===== config.mk =====
export PLATFORM = sky130hd
export DESIGN_NAME = crcx_unit
export DESIGN_NICKNAME = d
export VERILOG_FILES = /design/src/rtl/crcx_pkg.sv /design/src/rtl/crcx_decode.sv /design/src/rtl/crcx_byte_step.sv /design/src/rtl/crcx_seq.sv /design/src/rtl/crcx_unit.sv
export SDC_FILE = /design/constraint.sdc
export NUM_CORES = 1
export LEC_CHECK = 0
export ABC_AREA = 1
export CAP_MARGIN = 30
export CORE_AREA = 2 2 130 132
export CTS_BUF_LIST = sky130_fd_sc_hd__clkbuf_16
export DETAILED_ROUTE_END_ITERATION = 7
export DIE_AREA = 0 0 132 134
export DONT_BUFFER_PORTS = 1
export PLACE_DENSITY_LB_ADDON = 0.15
export SKIP_CTS_REPAIR_TIMING = 1
export SYNTH_ARGS = -nofsm -noshare
export SYNTH_HDL_FRONTEND = slang
export SYNTH_SLANG_ARGS = --single-unit

===== constraint.sdc =====
create_clock -name clk -period 5.19 [get_ports clk]
set_input_delay 1.038 -clock clk [delete_from_list [all_inputs] [get_ports clk]]
set_output_delay 1.038 -clock clk [all_outputs]
set_load 0.03 [all_outputs]

===== src/rtl/crcx_pkg.sv =====
package crcx_pkg;

    localparam logic [6:0] CRCX_OPCODE = 7'b0010011;
    localparam logic [6:0] CRCX_FUNCT7 = 7'b0110000;
    localparam logic [2:0] CRCX_FUNCT3 = 3'b001;

    localparam logic [31:0] CRCX_POLY_IEEE = 32'hEDB8_8320;
    localparam logic [31:0] CRCX_POLY_CAST = 32'h82F6_3B78;

    localparam int CRCX_CNT_W = 4;

    typedef enum logic [1:0] {
        SZ_BYTE = 2'd0,
        SZ_HALF = 2'd1,
        SZ_WORD = 2'd2,
        SZ_DBL  = 2'd3
    } crcx_size_e;

    typedef enum logic {
        POLY_IEEE = 1'b0,
        POLY_CAST = 1'b1
    } crcx_poly_e;

    typedef struct packed {
        logic       legal;
        crcx_poly_e poly;
        crcx_size_e size;
        logic [4:0] rd;
    } crcx_op_t;

    function automatic logic [CRCX_CNT_W-1:0] crcx_steps(crcx_size_e s);
        return CRCX_CNT_W'(1) << s;
    endfunction

    function automatic logic [31:0] crcx_poly_value(crcx_poly_e p);
        return (p == POLY_CAST) ? CRCX_POLY_CAST : CRCX_POLY_IEEE;
    endfunction

endpackage


===== src/rtl/crcx_decode.sv =====
module crcx_decode
    import crcx_pkg::*;
#(
    parameter int XLEN = 64
) (
    input  logic [31:0] instr_i,
    input  logic        mode64_i,
    output crcx_op_t    op_o
);
    localparam bit WIDE_OK = (XLEN == 64);

    logic [4:0] sel;
    logic       fixed_ok;
    logic       sel_ok;
    logic       size_ok;
    logic       unused_rs1;

    assign sel        = instr_i[24:20];
    assign unused_rs1 = ^instr_i[19:15];

    always_comb begin
        fixed_ok = (instr_i[31:25] == CRCX_FUNCT7) &&
                   (instr_i[14:12] == CRCX_FUNCT3) &&
                   (instr_i[6:0]   == CRCX_OPCODE);
        sel_ok   = sel[4] && !sel[2];
        size_ok  = (sel[1:0] != 2'b11) || (WIDE_OK && mode64_i);

        op_o.legal = fixed_ok && sel_ok && size_ok;
        op_o.poly  = crcx_poly_e'(sel[3]);
        op_o.size  = crcx_size_e'(sel[1:0]);
        op_o.rd    = instr_i[11:7];
    end

endmodule


===== src/rtl/crcx_byte_step.sv =====
module crcx_byte_step
    import crcx_pkg::*;
#(
    parameter int XLEN = 64
) (
    input  logic [XLEN-1:0] x_i,
    input  crcx_poly_e      poly_i,
    output logic [XLEN-1:0] y_o
);
    localparam int BITS = 8;

    logic [XLEN-1:0] poly_w;
    logic [XLEN-1:0] chain [BITS+1];

    assign poly_w   = XLEN'(crcx_poly_value(poly_i));
    assign chain[0] = x_i;

    for (genvar b = 0; b < BITS; b++) begin : g_bit
        assign chain[b+1] = chain[b][0] ? ((chain[b] >> 1) ^ poly_w)
                                        :  (chain[b] >> 1);
    end

    assign y_o = chain[BITS];

endmodule


===== src/rtl/crcx_seq.sv =====
module crcx_seq
    import crcx_pkg::*;
#(
    parameter int XLEN = 64
) (
    input  logic            clk,
    input  logic            rst,
    input  logic            start_i,
    input  crcx_op_t        op_i,
    input  logic [XLEN-1:0] rs1_val_i,
    input  logic            mode64_i,
    input  logic [XLEN-1:0] step_val_i,
    output logic [XLEN-1:0] work_o,
    output crcx_poly_e      poly_o,
    output logic            busy_o,
    output logic            done_o,
    output logic            illegal_o,
    output logic [4:0]      rd_idx_o,
    output logic [XLEN-1:0] result_o
);
    typedef enum logic {ST_IDLE, ST_RUN} st_e;

    localparam logic [XLEN-1:0] LOW_MASK = XLEN'(32'hFFFF_FFFF);

    st_e                   state;
    logic [CRCX_CNT_W-1:0] remain;
    logic [XLEN-1:0]       load_val;
    logic                  accept;

    assign accept = start_i && (state == ST_IDLE);
    assign busy_o = (state == ST_RUN);

    always_comb begin
        if (mode64_i && (XLEN == 64)) load_val = rs1_val_i;
        else                          load_val = rs1_val_i & LOW_MASK;
    end

    always_ff @(posedge clk) begin
        if (rst) begin
            state     <= ST_IDLE;
            remain    <= '0;
            work_o    <= '0;
            poly_o    <= POLY_IEEE;
            done_o    <= 1'b0;
            illegal_o <= 1'b0;
            rd_idx_o  <= '0;
            result_o  <= '0;
        end else begin
            done_o    <= 1'b0;
            illegal_o <= 1'b0;
            case (state)
                ST_IDLE: begin
                    if (accept) begin
                        if (op_i.legal) begin
                            state    <= ST_RUN;
                            remain   <= crcx_steps(op_i.size);
                            work_o   <= load_val;
                            poly_o   <= op_i.poly;
                            rd_idx_o <= op_i.rd;
                        end else begin
                            illegal_o <= 1'b1;
                        end
                    end
                end
                ST_RUN: begin
                    work_o <= step_val_i;
                    remain <= remain - 1'b1;
                    if (remain == CRCX_CNT_W'(1)) begin
                        state    <= ST_IDLE;
                        done_o   <= 1'b1;
                        result_o <= step_val_i;
                    end
                end
                default: state <= ST_IDLE;
            endcase
        end
    end

endmodule


===== src/rtl/crcx_unit.sv =====
module crcx_unit
    import crcx_pkg::*;
#(
    parameter int XLEN = 64
) (
    input  logic            clk,
    input  logic            rst,
    input  logic            start_i,
    input  logic [31:0]     instr_i,
    input  logic [XLEN-1:0] rs1_val_i,
    input  logic            mode64_i,
    output logic            busy_o,
    output logic            done_o,
    output logic            illegal_o,
    output logic [4:0]      rd_idx_o,
    output logic [XLEN-1:0] result_o
);
    crcx_op_t        op;
    crcx_poly_e      poly;
    logic [XLEN-1:0] work;
    logic [XLEN-1:0] step_val;

    crcx_decode #(.XLEN(XLEN)) i_decode (
        .instr_i  (instr_i),
        .mode64_i (mode64_i),
        .op_o     (op)
    );

    crcx_byte_step #(.XLEN(XLEN)) i_step (
        .x_i    (work),
        .poly_i (poly),
        .y_o    (step_val)
    );

    crcx_seq #(.XLEN(XLEN)) i_seq (
        .clk        (clk),
        .rst        (rst),
        .start_i    (start_i),
        .op_i       (op),
        .rs1_val_i  (rs1_val_i),
        .mode64_i   (mode64_i),
        .step_val_i (step_val),
        .work_o     (work),
        .poly_o     (poly),
        .busy_o     (busy_o),
        .done_o     (done_o),
        .illegal_o  (illegal_o),
        .rd_idx_o   (rd_idx_o),
        .result_o   (result_o)
    );

endmodule


# --- Word-level counts from Yosys, hierarchy flattened ---
# Index checks and enable logic that the tools add are counted.
totals:
  regBits: 141
  in_bits: 100
  out_inout_bits: 72
  word_cells: 62
classes:
  addsub: 1
  n_eq_ne: 7
  n_shift: 1
  n_mux: 22
  bitwise: 10
  n_reduce_logical: 13
op_table:
  columns: ["operator", "n"]
  rows:
  - ["2-to-1 mux 64 bit", 7]
  - ["XOR 63 x 32 -> 63 bit", 7]
  - ["2-to-1 mux 63 bit", 3]
  - ["one-hot mux 64 bit (2 select lines)", 1]
  - ["2-to-1 mux 62 bit", 1]
  - ["XOR 62 x 32 -> 62 bit", 1]
  - ["2-to-1 mux 31 bit", 1]
  - ["2-to-1 mux 4 bit", 2]
  - ["one-hot mux 4 bit (2 select lines)", 1]
  - ["equality test 7 x 5 -> 1 bit, second input constant", 1]
  - ["equality test 7 x 6 -> 1 bit, second input constant", 1]
  - ["logical AND 1 bit", 6]
  - ["2-to-1 mux 1 bit", 5]
  - ["equality test 4 x 1 -> 1 bit, second input constant", 1]
  - ["!= test 2 bit, second input constant", 2]
  - ["AND reduction 2 bit", 2]
  - ["left shift 1 x 2 -> 4 bit, first input constant", 1]
  - ["subtractor 4 x 1 -> 4 bit, second input constant", 1]
  - ["equality test 3 x 1 -> 1 bit, second input constant", 1]
  - ["AND reduction 3 bit", 1]
  - ["OR reduction 3 bit", 1]
  - ["!= test 2 x 1 -> 1 bit, second input constant", 1]
  - ["inverter 1 bit", 2]
  - ["one-hot mux 1 bit (2 select lines)", 1]
  - ["other kinds (3)", 3]

# --- Logic depth before layout (Yosys ltp) ---
# Gate-level depths: netlist of the first run.
depth:
  word_depth: 18
  mapped_depth: 15
  depth_no_buf: 15

# --- Hierarchy ---
# Synthesis of the first run repeated with hierarchy kept, for this count alone.
unflattened:
  cells_unflattened: 1240
  hier_area_um2: 8117.8
modules_own_cells:
  columns: ["mod", "n_inst", "cells_per_inst", "area_each_um2", "seq_area_each_um2"]
  rows:
  - ["crcx_seq", 1, 776, 5577.8, 2822.7]
  - ["crcx_byte_step", 1, 433, 2386.0, 0.0]
  - ["crcx_decode", 1, 31, 153.9, 0.0]

# --- Least setup slack after synthesis of the first run ---
# Ideal clock, no wire load.
synth_path:
  kind: "input port to flip-flop"
  startpoint: "input instr_i[6]"
  endpoint: "register i_seq.remain[1]"
  setup_time_ns: 0.132
  arrival_time_ns: 2.238
  required_time_ns: 5.058
  path_slack_ns: 2.820
  stages: 10
  path_buffers: 2
  path_cell_list: "nor2_1 -> nand2_1 -> nor4_2 -> nand3_1 -> nand2_1 -> inv_2 -> buf_2 -> clkbuf_1 -> nand2_1 -> a31oi_1"
synth_via:
  elab_chain_len: 6
synth_rtl:
  columns: ["item", "line", "source"]
  rows:
  - ["start: declaration", "crcx_unit.sv:9", "input logic [31:0] instr_i,"]
  - ["equality test 7 x 5 -> 1 bit", "crcx_decode.sv:24", "(instr_i[6:0] == CRCX_OPCODE);"]
  - ["logical AND 1 bit", "crcx_decode.sv:23", "(instr_i[14:12] == CRCX_FUNCT3) &&"]
  - ["logical AND 1 bit (2 in a row)", "crcx_decode.sv:28", "op_o.legal = fixed_ok && sel_ok && size_ok;"]
  - ["!= test 2 bit (no line)", null, null]
  - ["AND reduction 2 bit (no line)", null, null]
  - ["end signal: assignment", "crcx_seq.sv:56", "remain <= crcx_steps(op_i.size);"]
  - ["end signal: assignment", "crcx_seq.sv:67", "remain <= remain - 1'b1;"]
  - ["end: declaration", "crcx_seq.sv:26", "logic [CRCX_CNT_W-1:0] remain;"]
# Every way passes these cells.
# A chain may end at the register's enable or synchronous reset.

# --- Worst setup path in the final report of the first run ---
layout_path:
  startpoint: "input instr_i[20]"
  endpoint: "register i_seq.work_o[13]"
layout_via:
  elab_chain_len: 5
layout_rtl:
  columns: ["item", "line", "source"]
  rows:
  - ["!= test 2 bit", "crcx_decode.sv:26", "size_ok = (sel[1:0] != 2'b11) || (WIDE_OK && mode64_i);"]
  - ["logical OR 1 bit", "crcx_decode.sv:26", null]
  - ["logical AND 1 bit", "crcx_decode.sv:28", null]
  - ["!= test 2 bit (no line)", null, null]
  - ["AND reduction 2 bit (no line)", null, null]
  - ["end signal: assignment", "crcx_seq.sv:57", "work_o <= load_val;"]
  - ["end signal: assignment", "crcx_seq.sv:66", "work_o <= step_val_i;"]
  - ["end: declaration", "crcx_seq.sv:13", "output logic [XLEN-1:0] work_o,"]
# Every way passes these cells.

==> results of run 1 <==
==> sequential cells by signal, summed over array words and instances (netlist names) <==
| register | cells |
|---|---|
| i_seq.result_o | 56 |
| i_seq.work_o | 64 |
| i_seq.illegal_o | 1 |
| i_seq.rd_idx_o | 5 |
| i_seq.poly_o | 1 |
| i_seq.done_o | 1 |
| i_seq.busy_o | 1 |
| i_seq.remain | 4 |
==> stage by stage <==
stage                     instances  worst slack [ns]  utilization  area, um2  power, mW
final                          1239              2.36        0.481       7840       2.29
after global routing           1239              2.05        0.481       7840       2.35
after CTS                      1239              2.31        0.481       7840       2.31
after detailed placement       1207              1.86        0.444       7230       1.07
after global placement         1206              1.90        0.443       7210       1.07
after floorplan                1037              2.82            -       7210       1.08
==> worst max-delay path, stage by stage <==
cell	delay (ns)
sky130_fd_sc_hd__nand2_1	0.08
sky130_fd_sc_hd__nor2_1	0.06
sky130_fd_sc_hd__nor4_2	0.38
sky130_fd_sc_hd__nand3_1	0.48
sky130_fd_sc_hd__inv_2	0.71
sky130_fd_sc_hd__nand2_1	0.16
sky130_fd_sc_hd__nand2_1	0.11
sky130_fd_sc_hd__a21oi_1	0.04
sky130_fd_sc_hd__nor2_1	0.11
==> layer usage <==
metal	vias to the layer above	wire, um
li1	3248	-
met4	0	510
met3	34	1350
met1	2897	9470
met5	-	0
met2	191	9920
==> layout make-up <==
type                            instances  area share
Tap cell                              220      0.0351
Clock inverter                         15      0.0228
Clock buffer                           17      0.0543
Sequential cell                       133       0.340
Multi-Input combinational cell        762       0.499
Inverter                               85      0.0410
Timing Repair Buffer                    7     0.00830
==> kinds of logic (layout without fill, tap and decap cells) <==
logic type | after synthesis | after routing | synth area share
flops | 133 | 133 | 0.371
fa+ha+maj | 2 | 2 | 0.00348
compound gates | 143 | 143 | 0.122
other cells | 1 | 8 | 0.000522
xor+xnor | 71 | 71 | 0.0908
buf+inv | 142 | 124 | 0.0911
simple gates | 538 | 538 | 0.321
==> where the power goes <==
group | total, mW | switching [mW] | internal, mW
combinational | 0.0251 | 0.0206 | 0.00447
clock | 1.24 | 0.552 | 0.691
sequential | 1.02 | 0.00105 | 1.02
total | 2.29 | 0.573 | 1.72
==> placed cells by master (no fill, tap or decap), types with 2 or more instances in the layout <==
master                      count
sky130_fd_sc_hd__conb_1         8
sky130_fd_sc_hd__clkinv_8       2
sky130_fd_sc_hd__nor2_4         2
sky130_fd_sc_hd__o21ai_1        2
sky130_fd_sc_hd__nand2_1      381
sky130_fd_sc_hd__o211ai_1       2
sky130_fd_sc_hd__nor2_2         2
sky130_fd_sc_hd__a21oi_1       49
sky130_fd_sc_hd__nand4_1        7
sky130_fd_sc_hd__inv_6          5
sky130_fd_sc_hd__clkbuf_16     17
sky130_fd_sc_hd__xor2_2         3
sky130_fd_sc_hd__xor2_1        42
sky130_fd_sc_hd__nand3_2        6
sky130_fd_sc_hd__nand2_2       17
sky130_fd_sc_hd__inv_1         72
sky130_fd_sc_hd__a22oi_1       10
sky130_fd_sc_hd__a21o_1         2
sky130_fd_sc_hd__or2_2          2
sky130_fd_sc_hd__inv_8          5
sky130_fd_sc_hd__ha_1           2
sky130_fd_sc_hd__nand3_1       76
sky130_fd_sc_hd__a22o_1        27
sky130_fd_sc_hd__inv_2         11
sky130_fd_sc_hd__xnor2_1       25
sky130_fd_sc_hd__nand2_4        6
sky130_fd_sc_hd__nor2_1        29
sky130_fd_sc_hd__dfxtp_1      132
sky130_fd_sc_hd__nor3_1         2
sky130_fd_sc_hd__a31oi_1       17
sky130_fd_sc_hd__nand3b_1       3
sky130_fd_sc_hd__buf_4          6
sky130_fd_sc_hd__o21ai_0       31
==> final timing paths <==
| path | from | to | slack (ns) |
|---|---|---|---|
| max | instr_i[20] | i_seq.work_o[13]$_SDFFE_PP0P_ | 2.36 |
| max reg2reg | i_seq.work_o[0]$_SDFFE_PP0P_ | i_seq.work_o[15]$_SDFFE_PP0P_ | 2.39 |
| min reg2reg | i_seq.work_o[39]$_SDFFE_PP0P_ | i_seq.work_o[39]$_SDFFE_PP0P_ | 0.47 |
| min | i_seq.work_o[39]$_SDFFE_PP0P_ | i_seq.work_o[39]$_SDFFE_PP0P_ | 0.47 |
==> flow_results.org, run 1 <==
** Critical path
- In this run the worst path has a maximum fanout of 35.
- The worst register-to-register path has a depth of 12.
- The worst setup path is captured at a flip-flop.
- For the worst setup path, the data required time is 5.55 ns.
- For the worst setup path, the data arrival time is 3.20 ns.
- By startpoint and endpoint, the worst setup path is classified as primary input to flip-flop.
- The worst setup path is launched from a primary input.

** Yosys
- Averaged over all synthesized cells, the footprint is 6.97 um2.
- Number of standard cells after synthesis :: 1030
- During synthesis, Yosys emitted a total of 0 warnings.
- Of the synthesized area, sequential elements account for 0.371.
- Fraction of synthesis flops using an asynchronous set or reset pin :: 0
- Netlist Area Pre-Place :: 0.00718 mm2
- Yosys instantiated no cell more often than sky130_fd_sc_hd__nand2_1.
- Number of distinct library cell variants in the gate-level netlist after synthesis :: 44
- Fraction of post-synthesis cell area in the top cell type by area :: 0.371
- The synthesized design contains 133 register bits.
- Primary FF master, synth :: sky130_fd_sc_hd__dfxtp_1
- Commonest cells in the synthesized netlist :: 381 x sky130_fd_sc_hd__nand2_1, 133 x sky130_fd_sc_hd__dfxtp_1, 76 x sky130_fd_sc_hd__nand3_1
- Summed over all instances, the cell type with the most area after synthesis is sky130_fd_sc_hd__dfxtp_1.
- By area the synthesized netlist is led by sky130_fd_sc_hd__dfxtp_1 37%, sky130_fd_sc_hd__nand2_1 20%, sky130_fd_sc_hd__nand3_1 5.3%.
- Number of flops mapped to enable cells by yosys :: 0

** Global routing
- For met1 alone, demand over resource in global routing was 0.316.
- Most crowded layer after global routing :: met2
- The first global-routing pass estimated 33.5 mm of wire.
- Largest net degree at the start of global routing :: 66
- Antenna violations before repair :: 0
- Overall global routing resource usage :: 0.244
- Grt total ovfl :: 0
- Met3 track demand over resource :: 0.0642
- In the global route stage, met2 resource usage came out at 0.391.
- The number of global-route vias before repair was 6127.

** Layout
- In the final layout, the share of cells above drive strength 1 is 0.0913.
- Number of inserted filler cells in the final layout :: 1719
- 0 antenna diodes ended up in the layout.
- Across the whole layout, storage elements account for 0.00266 mm2.
- Compared with the post-synthesis result, the final layout area differs by 9.11%.
- Footprint of the multi-input gates :: 0.00391 mm2
- Layout Nets :: 1108

** Clocking
- Counting along the longest clock path gives a buffer depth of 2.
- The tree built by TritonCTS fans out to 133 sinks.
- TritonCTS built the clock tree.
- H-tree levels :: 4
- Clock latency on the worst-skew pair :: 0.43 ns
- The root buffer cell chosen for the clock tree is sky130_fd_sc_hd__clkbuf_16.
- Clock-pin slew was measured on the worst setup and hold paths at 0.07 ns.
- CTS Buf Count :: 17

** Timing
- Setup violations remaining at the end of the flow were counted as 0.
- The hold violation count in the final report is 0.
- The worst pin sits at a relative slew slack of 0.458.
- The final max-slew violation count came to 0.
- Min Clock Period, post-route :: 2.83 ns
- Setup repair after global routing missed its margin :: false
- Worst-case hold slack :: 0.475 ns
- Clock skew :: 0.00845 ns
- Of the available clock period, the critical path in the final layout requires 0.546.
- At the pin with the least slew margin, the transition time is 0.811 ns.
- Sum of negative setup slack :: 0 ns
- Maximum operating frequency :: 0.353 GHz

** Place
- Count of buffers inserted at the top-level ports :: 0
- Global placement routability congestion :: 0.942
- After legalization and detailed placement, the total HPWL measured 14.8 mm.

** Routing
- In the routed design, unresolved DRC markers number 0.
- The detailed router placed 6370 vias in this run.
- Number of detailed-route iterations in the first pass :: 5
- Average routed wire per standard cell :: 17.1 um
- Using the TritonRoute via totals, the vias-per-cell ratio works out to 5.14.
- After detailed routing, the total wire length is 21.2 mm.
- Antenna Nets Post-Route :: 0
- DR iter-0 viols :: 331

** Power and ir drop
- Cell area power density :: 292 mW/mm2
- Across the VDD grid, the largest voltage drop is 209 uV.
- Total leakage power :: 3.57 nW

** Worst hold path
- The min-delay analysis places its worst path in the category flip-flop to flip-flop.
- Counting instances, the worst hold path has a depth of 2.

** Job
- Max-cap violations in this run came to 0.

** Floorplan
- Die Footprint :: 0.0177 mm2
- I/O Pins :: 172
- Die X :: 132 um
- Row count :: 47
- The initial utilization of the core area, before any placement, comes to 0.441.
- Core region area :: 0.0163 mm2
- Measured along the y axis, the die boundary spans 134 um.

** Outcome
- The run finished with clean final reports.
No activity file was read; power rests on OpenSTA's default activity.
==> run 2: changes to the inputs <==
==> constraint.sdc (replaced) <==
create_clock -name clk -period 2.7 [get_ports clk]
set_input_delay 0.54 -clock clk [delete_from_list [all_inputs] [get_ports clk]]
set_output_delay 0.54 -clock clk [all_outputs]
set_load 0.03 [all_outputs]
==> flow_results.org, run 2 (synthesized netlist as in run 1, its figures left out) <==
** Global routing
- Global routing finished with a remaining overflow of 0.
- The number of global-route vias before repair came to 6319.
- The number of antenna violations at the first check in global routing is 0.
- Largest net degree at the start of global routing :: 66
- The first global-routing pass estimated 33.7 mm of wire.
- Across every metal layer, demand over resource in global routing totals 0.243.

** Critical path
- Critical path capture point type :: flip-flop
- Arrival time at the worst endpoint :: 2.52 ns
- For the worst setup path, the data required time is 3.06 ns.
- The worst register-to-register path ends at i_seq.work_o[18]$_SDFFE_PP0P_.
- The number of buffers and inverters on the critical path is 2.
- Largest fanout on the critical path :: 7
- Startpoint of the most critical register-to-register path :: i_seq.work_o[0]$_SDFFE_PP0P_
- Worst setup endpoint :: i_seq.work_o[18]$_SDFFE_PP0P_
- Beginning of the critical path :: i_seq.work_o[0]$_SDFFE_PP0P_
- The worst register-to-register path has a depth of 13.
- Element type at the critical path start :: flip-flop
- CP Class :: flip-flop to flip-flop
- For this design, the slowest cell found on the critical path is sky130_fd_sc_hd__dfxtp_1.
- For flop-to-flop paths, the worst setup slack is 0.54 ns.
- The critical path crosses 13 cells after its start point.
- In this design, the stage delay of the slowest critical-path cell is 0.40 ns.
- The signal on the critical path passes through buf_4 -> nand2_1 -> nand3_2 -> nand2_2 -> nand2_4 -> nand2_2 -> nand2_2 -> inv_1 -> nand2_1 -> nand4_1 -> nand2_1 -> nand2_1 -> a21oi_1.
- Family with the most delay on the worst path :: simple AND/OR/NAND/NOR gates
- By instance count, the cell type seen most on the critical path is sky130_fd_sc_hd__nand2_1.

** Layout
- Number of inserted diodes :: 0
- Registers with the most flip-flops :: i_seq.work_o x64, i_seq.result_o x56, i_seq.rd_idx_o x5
- Area added between synthesis and finish :: 11.2%
- The multi-input combinational cells in the finished layout cover a total of 0.00391 mm2.
- The register with the most flip-flops in the layout has 64 of them.
- Layout Nets :: 1128
- In the final layout, flip-flops and latches occupy 0.00266 mm2.
- Counting the fill cells in the layout gives 1707.
- Register ranked first by flip-flop count :: i_seq.work_o
- The library cells used most frequently in the layout, excluding fill and tap cells, are 381 x sky130_fd_sc_hd__nand2_1, 132 x sky130_fd_sc_hd__dfxtp_1, 76 x sky130_fd_sc_hd__nand3_1, 73 x sky130_fd_sc_hd__inv_1, 49 x sky130_fd_sc_hd__a21oi_1.
- Most frequent standard cell in the layout excluding fill and tap cells :: sky130_fd_sc_hd__nand2_1
- Layout cells sized above 1 :: 0.108

** Routing
- Dividing the detail-routed wire length by the instance count gives 16.9 um.
- Using the TritonRoute via totals, the vias-per-cell ratio works out to 5.17.
- For this block, the initial DRC count from the detailed router was 365.
- Count of unresolved DRC violations after routing :: 0
- Antenna Nets Post-Route :: 0
- Routed vias :: 6510
- The first detailed-routing pass ran for 5 iterations.
- Total wirelength of the detailed-routed design :: 21.2 mm

** Timing
- The worst pin sits at a relative slew slack of 0.511.
- Maximum operating frequency :: 0.462 GHz
- Share of the clock period used by the worst path after layout :: 0.801
- Adding up every negative setup slack in the final design gives 0 ns.
- Final Hold Viols :: 0
- Setup repair after global routing missed its margin :: false
- Worst Max-Slew Pin Slew :: 0.734 ns
- Counting I/O delays and the setup requirement, the final critical path takes 2.16 ns.
- Between clock sinks in the finished design, the worst skew comes to 0.0209 ns.
- The tightest hold path in the finished design has a slack of 0.174 ns.
- Fin. max-slew vios :: 0
- The worst path meets setup with 0.537 ns of slack.
- Setup violations remaining at the end of the flow were counted as 0.

** Clocking
- Clock tree from TritonCTS :: built
- Buffer cell driving the clock tree root :: sky130_fd_sc_hd__clkbuf_16
- # clock sinks :: 133
- Maximum number of buffers from clock root to sink :: 2
- Clock-pin slew was measured on the worst setup and hold paths at 0.06 ns.
- Clock latency on the worst-skew pair :: 0.44 ns
- Counting the buffers created by CTS gives 17.
- CTS built an H-tree with a depth of 4.

** Floorplan
- Die X :: 132 um
- I/O Pins :: 172
- The die is 134 um tall.
- Die Footprint :: 0.0177 mm2
- The floorplan has 47 rows.
- The initial utilization of the core area, before any placement, comes to 0.441.
- The core region is 0.0163 mm2.

** Power and ir drop
- Cell area power density :: 548 mW/mm2
- Total leakage power :: 3.66 nW
- Peak ir drop on the vdd network :: 420 uV

** Job
- Number of maximum-capacitance constraint violations :: 0

** Worst hold path
- Path class of the lowest-slack min-delay path :: primary input to flip-flop

** Place
- After legalization and detailed placement, the total HPWL measured 14.9 mm.
- During placement, the flow inserted port buffers numbering 0.
- At the end of routability-driven placement, the weighted congestion stood at 0.971.
- Before CTS, the worst setup slack after placement is 0.528 ns.

** Outcome
- Run status :: complete, no violations
-- run 2: changes by cell type in the layout (fill, tap and decap cells not counted) --
| cell | previous run | this run |
|---|---|---|
| sky130_fd_sc_hd__buf_4 | 6 | 25 |
| sky130_fd_sc_hd__inv_8 | 5 | 2 |
| sky130_fd_sc_hd__clkinv_8 | 2 | 0 |
| sky130_fd_sc_hd__buf_12 | 1 | 2 |
| sky130_fd_sc_hd__bufinv_16 | 1 | 2 |
| sky130_fd_sc_hd__clkinv_2 | 0 | 1 |
| sky130_fd_sc_hd__clkinv_4 | 1 | 2 |
| sky130_fd_sc_hd__clkinvlp_4 | 1 | 2 |
| sky130_fd_sc_hd__inv_1 | 72 | 73 |
-- run 2: layout make-up --
cell class	instances	share of cell area
inverter	85	0.0403
sequential	133	0.333
clock buffer	17	0.0532
timing repair buffer	27	0.0285
clock inverter	15	0.0210
tap	220	0.0345
multi-input combinational	762	0.489
-- run 2: metal layers --
metal / global-route usage / up-vias / routed length [um]
met4: 0.0942 / 0 / 604
met1: 0.297 / 2990 / 9180
met5: 0 / - / 0
met2: 0.405 / 206 / 9890
met3: 0.0707 / 35 / 1540
li1: - / 3279 / -
-- run 2: report_power, final --
part           internal, mW  total (mW)  switching, mW
logic                0.0107      0.0500         0.0392
clock network          1.38        2.36          0.979
registers              1.96        1.96        0.00191
-- run 2: worst register-to-register path: stages (launching register included) --
cell and delay, ns:
sky130_fd_sc_hd__dfxtp_1 0.40, sky130_fd_sc_hd__buf_4 0.24, sky130_fd_sc_hd__nand2_1 0.16, sky130_fd_sc_hd__nand3_2 0.17
sky130_fd_sc_hd__nand2_2 0.08, sky130_fd_sc_hd__nand2_4 0.12, sky130_fd_sc_hd__nand2_2 0.07, sky130_fd_sc_hd__nand2_2 0.14
sky130_fd_sc_hd__inv_1 0.13, sky130_fd_sc_hd__nand2_1 0.10, sky130_fd_sc_hd__nand4_1 0.09, sky130_fd_sc_hd__nand2_1 0.20
sky130_fd_sc_hd__nand2_1 0.07, sky130_fd_sc_hd__a21oi_1 0.13
-- run 2: how the worst min path moves through the flow --
stage                                              from                               to  slack [ns]  cells past startpoint
after detailed placement  i_seq.work_o[34]$_SDFFE_PP0P_    i_seq.work_o[34]$_SDFFE_PP0P_        0.46                      2
after global placement    i_seq.work_o[34]$_SDFFE_PP0P_    i_seq.work_o[34]$_SDFFE_PP0P_        0.46                      2
after floorplan           i_seq.work_o[63]$_SDFFE_PP0P_  i_seq.result_o[55]$_SDFFE_PP0P_        0.44                      2
after CTS                                           rst    i_seq.work_o[49]$_SDFFE_PP0P_        0.17                      1
final                                               rst    i_seq.work_o[42]$_SDFFE_PP0P_        0.17                      1
after global routing                                rst     i_seq.remain[0]$_SDFFE_PP0P_        0.16                      1
-- run 2: stage by stage --
stage / total power, mW / utilization / std cells / instance area (um2)
3_5_place_dp: 2.06 / 0.454 / 1227 / 7400
5_1_grt: 4.50 / 0.490 / 1259 / 7990
6_report: 4.38 / 0.490 / 1259 / 7990
3_3_place_gp: 2.06 / 0.454 / 1227 / 7400
2_1_floorplan: 2.07 / - / 1037 / 7210
4_1_cts: 4.42 / 0.490 / 1259 / 7990
==> run 3: changes to the inputs <==
==> constraint.sdc (replaced) <==
create_clock -name clk -period 2 [get_ports clk]
set_input_delay 0.4 -clock clk [delete_from_list [all_inputs] [get_ports clk]]
set_output_delay 0.4 -clock clk [all_outputs]
set_load 0.03 [all_outputs]
==> flow_results.org, run 3 (synthesized netlist as in run 1, its figures left out) <==
** Timing
- Based on the critical path, the design can be clocked at up to 0.519 GHz.
- Across the routed clock network, the largest skew measured is 0.0159 ns.
- Share of the clock period used by the worst path after layout :: 0.963
- Setup repair after global routing missed its margin :: true
- Setup slack closes at 0.0741 ns.
- The final max-slew violation count was 0.
- For the finished layout, the period the worst path requires is 1.93 ns.
- Final Hold Viols :: 0
- Setup violations remaining at the end of the flow were counted as 0.

** Place
- Routability-driven placement finished with a final weighted congestion of 0.967.
- Post-DP Area :: 0.00802 mm2
- Minimum setup slack after placement :: 0.000315 ns
- Total half-perimeter wirelength after legalization and detailed placement :: 15.9 mm
- Count of buffers inserted at the top-level ports :: 0

** Clocking
- Clock latency on the worst-skew pair, taken at its later pin, is 0.43 ns.
- Buffer cell driving the clock tree root :: sky130_fd_sc_hd__clkbuf_16
- Clock-pin slew was measured on the worst setup and hold paths at 0.07 ns.
- H-tree levels :: 4
- CTS Buf Count :: 17
- The clock drives 133 sinks.
- The clock passes through at most 2 buffers.
- TritonCTS built the clock tree.

** Critical path
- The worst register-to-register path has a depth of 11.
- The setup check on the worst reg-to-reg path leaves a slack of 0.07 ns.
- Data on the critical path arrives at its endpoint at 2.25 ns.
- Element type at the critical path start :: flip-flop
- The startpoint identified for the worst register-to-register timing path is i_seq.work_o[0]$_SDFFE_PP0P_.
- Critical path capture point type :: flip-flop
- STA puts the critical path data required time at 2.32 ns.
- The critical path is of the flip-flop to flip-flop type.
- Of all nets on the critical path, the largest fanout is 6.
- Capturing point of the worst reg2reg path :: i_seq.work_o[2]$_SDFFE_PP0P_

** Layout
- Most frequent standard cell in the layout excluding fill and tap cells :: sky130_fd_sc_hd__nand2_1
- Number of inserted diodes :: 0
- Final design area excluding fillers :: 0.00876 mm2
- Of the cells placed in the final design, the portion with a size suffix greater than 1 is 0.182.
- In the final layout, the registers with the most flip-flops are i_seq.work_o x64, i_seq.result_o x56, i_seq.rd_idx_o x5.
- Number of inserted filler cells in the final layout :: 1635
- Summing all flip-flop and latch instances after layout gives 0.00267 mm2.
- The multi-input combinational cells in the finished layout cover a total of 0.00397 mm2.
- Post-Route Utilization :: 0.538
- Area added between synthesis and finish :: 21.9%
- Register ranked first by flip-flop count :: i_seq.work_o
- Layout Nets :: 1200
- Most frequent cells in the layout :: 373 x sky130_fd_sc_hd__nand2_1, 128 x sky130_fd_sc_hd__dfxtp_1, 88 x sky130_fd_sc_hd__buf_4, 75 x sky130_fd_sc_hd__nand3_1, 70 x sky130_fd_sc_hd__inv_1
- Largest register FFs :: 64

** Global routing
- The number of global-route vias before repair was 6375.
- Grt total ovfl :: 0
- The first global-routing pass estimated 34.2 mm of wire.
- Largest net degree at the start of global routing :: 66
- Overall global routing resource usage :: 0.249
- Antenna violations before repair :: 0

** Routing
- Summing over every cut layer, the via total after detailed routing is 6757.
- In the final routed layout, each cell accounts on average for 16.5 um.
- The first TritonRoute pass finished after 5 iterations.
- For this block, the initial DRC count from the detailed router was 325.
- Once detail routing completed, the nets flagged for antenna violations numbered 0.
- Count of unresolved DRC violations after routing :: 0
- Wires add up to 21.9 mm.
- Vias per std cell :: 5.08

** Job
- Number of maximum-capacitance constraint violations :: 0

** Power and ir drop
- Peak ir drop on the vdd network :: 584 uV
- Total leakage power :: 4.09 nW
- Total power for the finished layout comes to 6.17 mW.
- Power spread over the standard cell area amounts to 704 mW/mm2.

** Worst hold path
- Along the worst hold path, the cell count comes to 1.
- The worst hold path begins at rst.
- The path with the worst hold slack has its endpoint at i_seq.work_o[49]$_SDFFE_PP0P_.
- In this run the worst hold path is classified as primary input to flip-flop.

** Floorplan
- Core region area :: 0.0163 mm2
- Die Footprint :: 0.0177 mm2
- The floorplan step set the die height to 134 um.
- Measured along the x axis, the die boundary spans 132 um.
- Initial Utilization :: 0.441
- During I/O placement, the number of pins put on the boundary was 172.
- Row count :: 47

** Outcome
- Run status :: complete, no violations
## run 3: cell types whose count changed in the layout (fill, tap and decap cells not counted), moves of 3 or more
| cell | delta |
|---|---|
| sky130_fd_sc_hd__dfxtp_2 | +3 |
| sky130_fd_sc_hd__buf_4 | +63 |
| sky130_fd_sc_hd__inv_1 | -3 |
| sky130_fd_sc_hd__clkinv_8 | +3 |
| sky130_fd_sc_hd__dfxtp_1 | -4 |
| sky130_fd_sc_hd__nand2_2 | +5 |
| sky130_fd_sc_hd__buf_12 | +7 |
| sky130_fd_sc_hd__nand2_4 | +3 |
| sky130_fd_sc_hd__nand2_1 | -8 |
## run 3: worst max-delay path by stage
stage | endpoint | cells after the start | slack, ns | from
3_3_place_gp | i_seq.work_o[7]$_SDFFE_PP0P_ | 11 | -0.006 | i_seq.work_o[0]$_SDFFE_PP0P_
6_report | i_seq.work_o[2]$_SDFFE_PP0P_ | 11 | 0.07 | i_seq.work_o[0]$_SDFFE_PP0P_
3_5_place_dp | i_seq.work_o[7]$_SDFFE_PP0P_ | 11 | 0.0003 | i_seq.work_o[0]$_SDFFE_PP0P_
2_1_floorplan | i_seq.remain[1]$_SDFFE_PP0P_ | 10 | 0.27 | instr_i[6]
4_1_cts | i_seq.work_o[7]$_SDFFE_PP0P_ | 11 | -0.02 | i_seq.work_o[0]$_SDFFE_PP0P_
5_1_grt | i_seq.work_o[2]$_SDFFE_PP0P_ | 11 | -0.04 | i_seq.work_o[0]$_SDFFE_PP0P_
## run 3: layout make-up
type,instances,share of cell area
Inverter,85,0.0367
Clock inverter,15,0.0260
Sequential cell,133,0.305
Multi-Input combinational cell,762,0.454
Clock buffer,17,0.0486
Tap cell,220,0.0314
Timing Repair Buffer,99,0.0986
## run 3: critical path, cell delays in order (launching register included)
cell and delay [ns]:
sky130_fd_sc_hd__dfxtp_2 0.38, sky130_fd_sc_hd__buf_4 0.22, sky130_fd_sc_hd__xor2_4 0.18, sky130_fd_sc_hd__nand2_2 0.08, sky130_fd_sc_hd__nand2_4 0.11, sky130_fd_sc_hd__nand2_1 0.10, sky130_fd_sc_hd__nand2_4 0.12, sky130_fd_sc_hd__nand2_1 0.08
sky130_fd_sc_hd__xnor2_1 0.13, sky130_fd_sc_hd__buf_4 0.16, sky130_fd_sc_hd__o21ai_0 0.18, sky130_fd_sc_hd__inv_1 0.06
## run 3: through the flow
stage / std cells / hold slack (ns) / TNS [ns]
CTS: 1331 / 0.0173 / -0.0405
global placement: 1299 / 0.461 / -0.00589
floorplan: 1037 / 0.445 / 0
global route: 1331 / 0.0286 / -0.114
detailed placement: 1299 / 0.465 / 0
finish: 1331 / 0.0279 / 0
## run 3: per-layer routing
layer | vias to the layer above | share of wire | global-route usage
met5 | - | 0 | 0
met4 | 0 | 0.021 | 0.0827
met3 | 28 | 0.061 | 0.0646
met2 | 191 | 0.48 | 0.411
met1 | 3111 | 0.44 | 0.316
li1 | 3427 | - | -
## run 3: power breakdown
| group | switching, mW | leakage [nW] | internal (mW) |
|---|---|---|---|
| sequential | 0.00259 | 1.07 | 2.65 |
| clock | 1.41 | 0.319 | 2.05 |
| combinational | 0.0530 | 2.70 | 0.0146 |
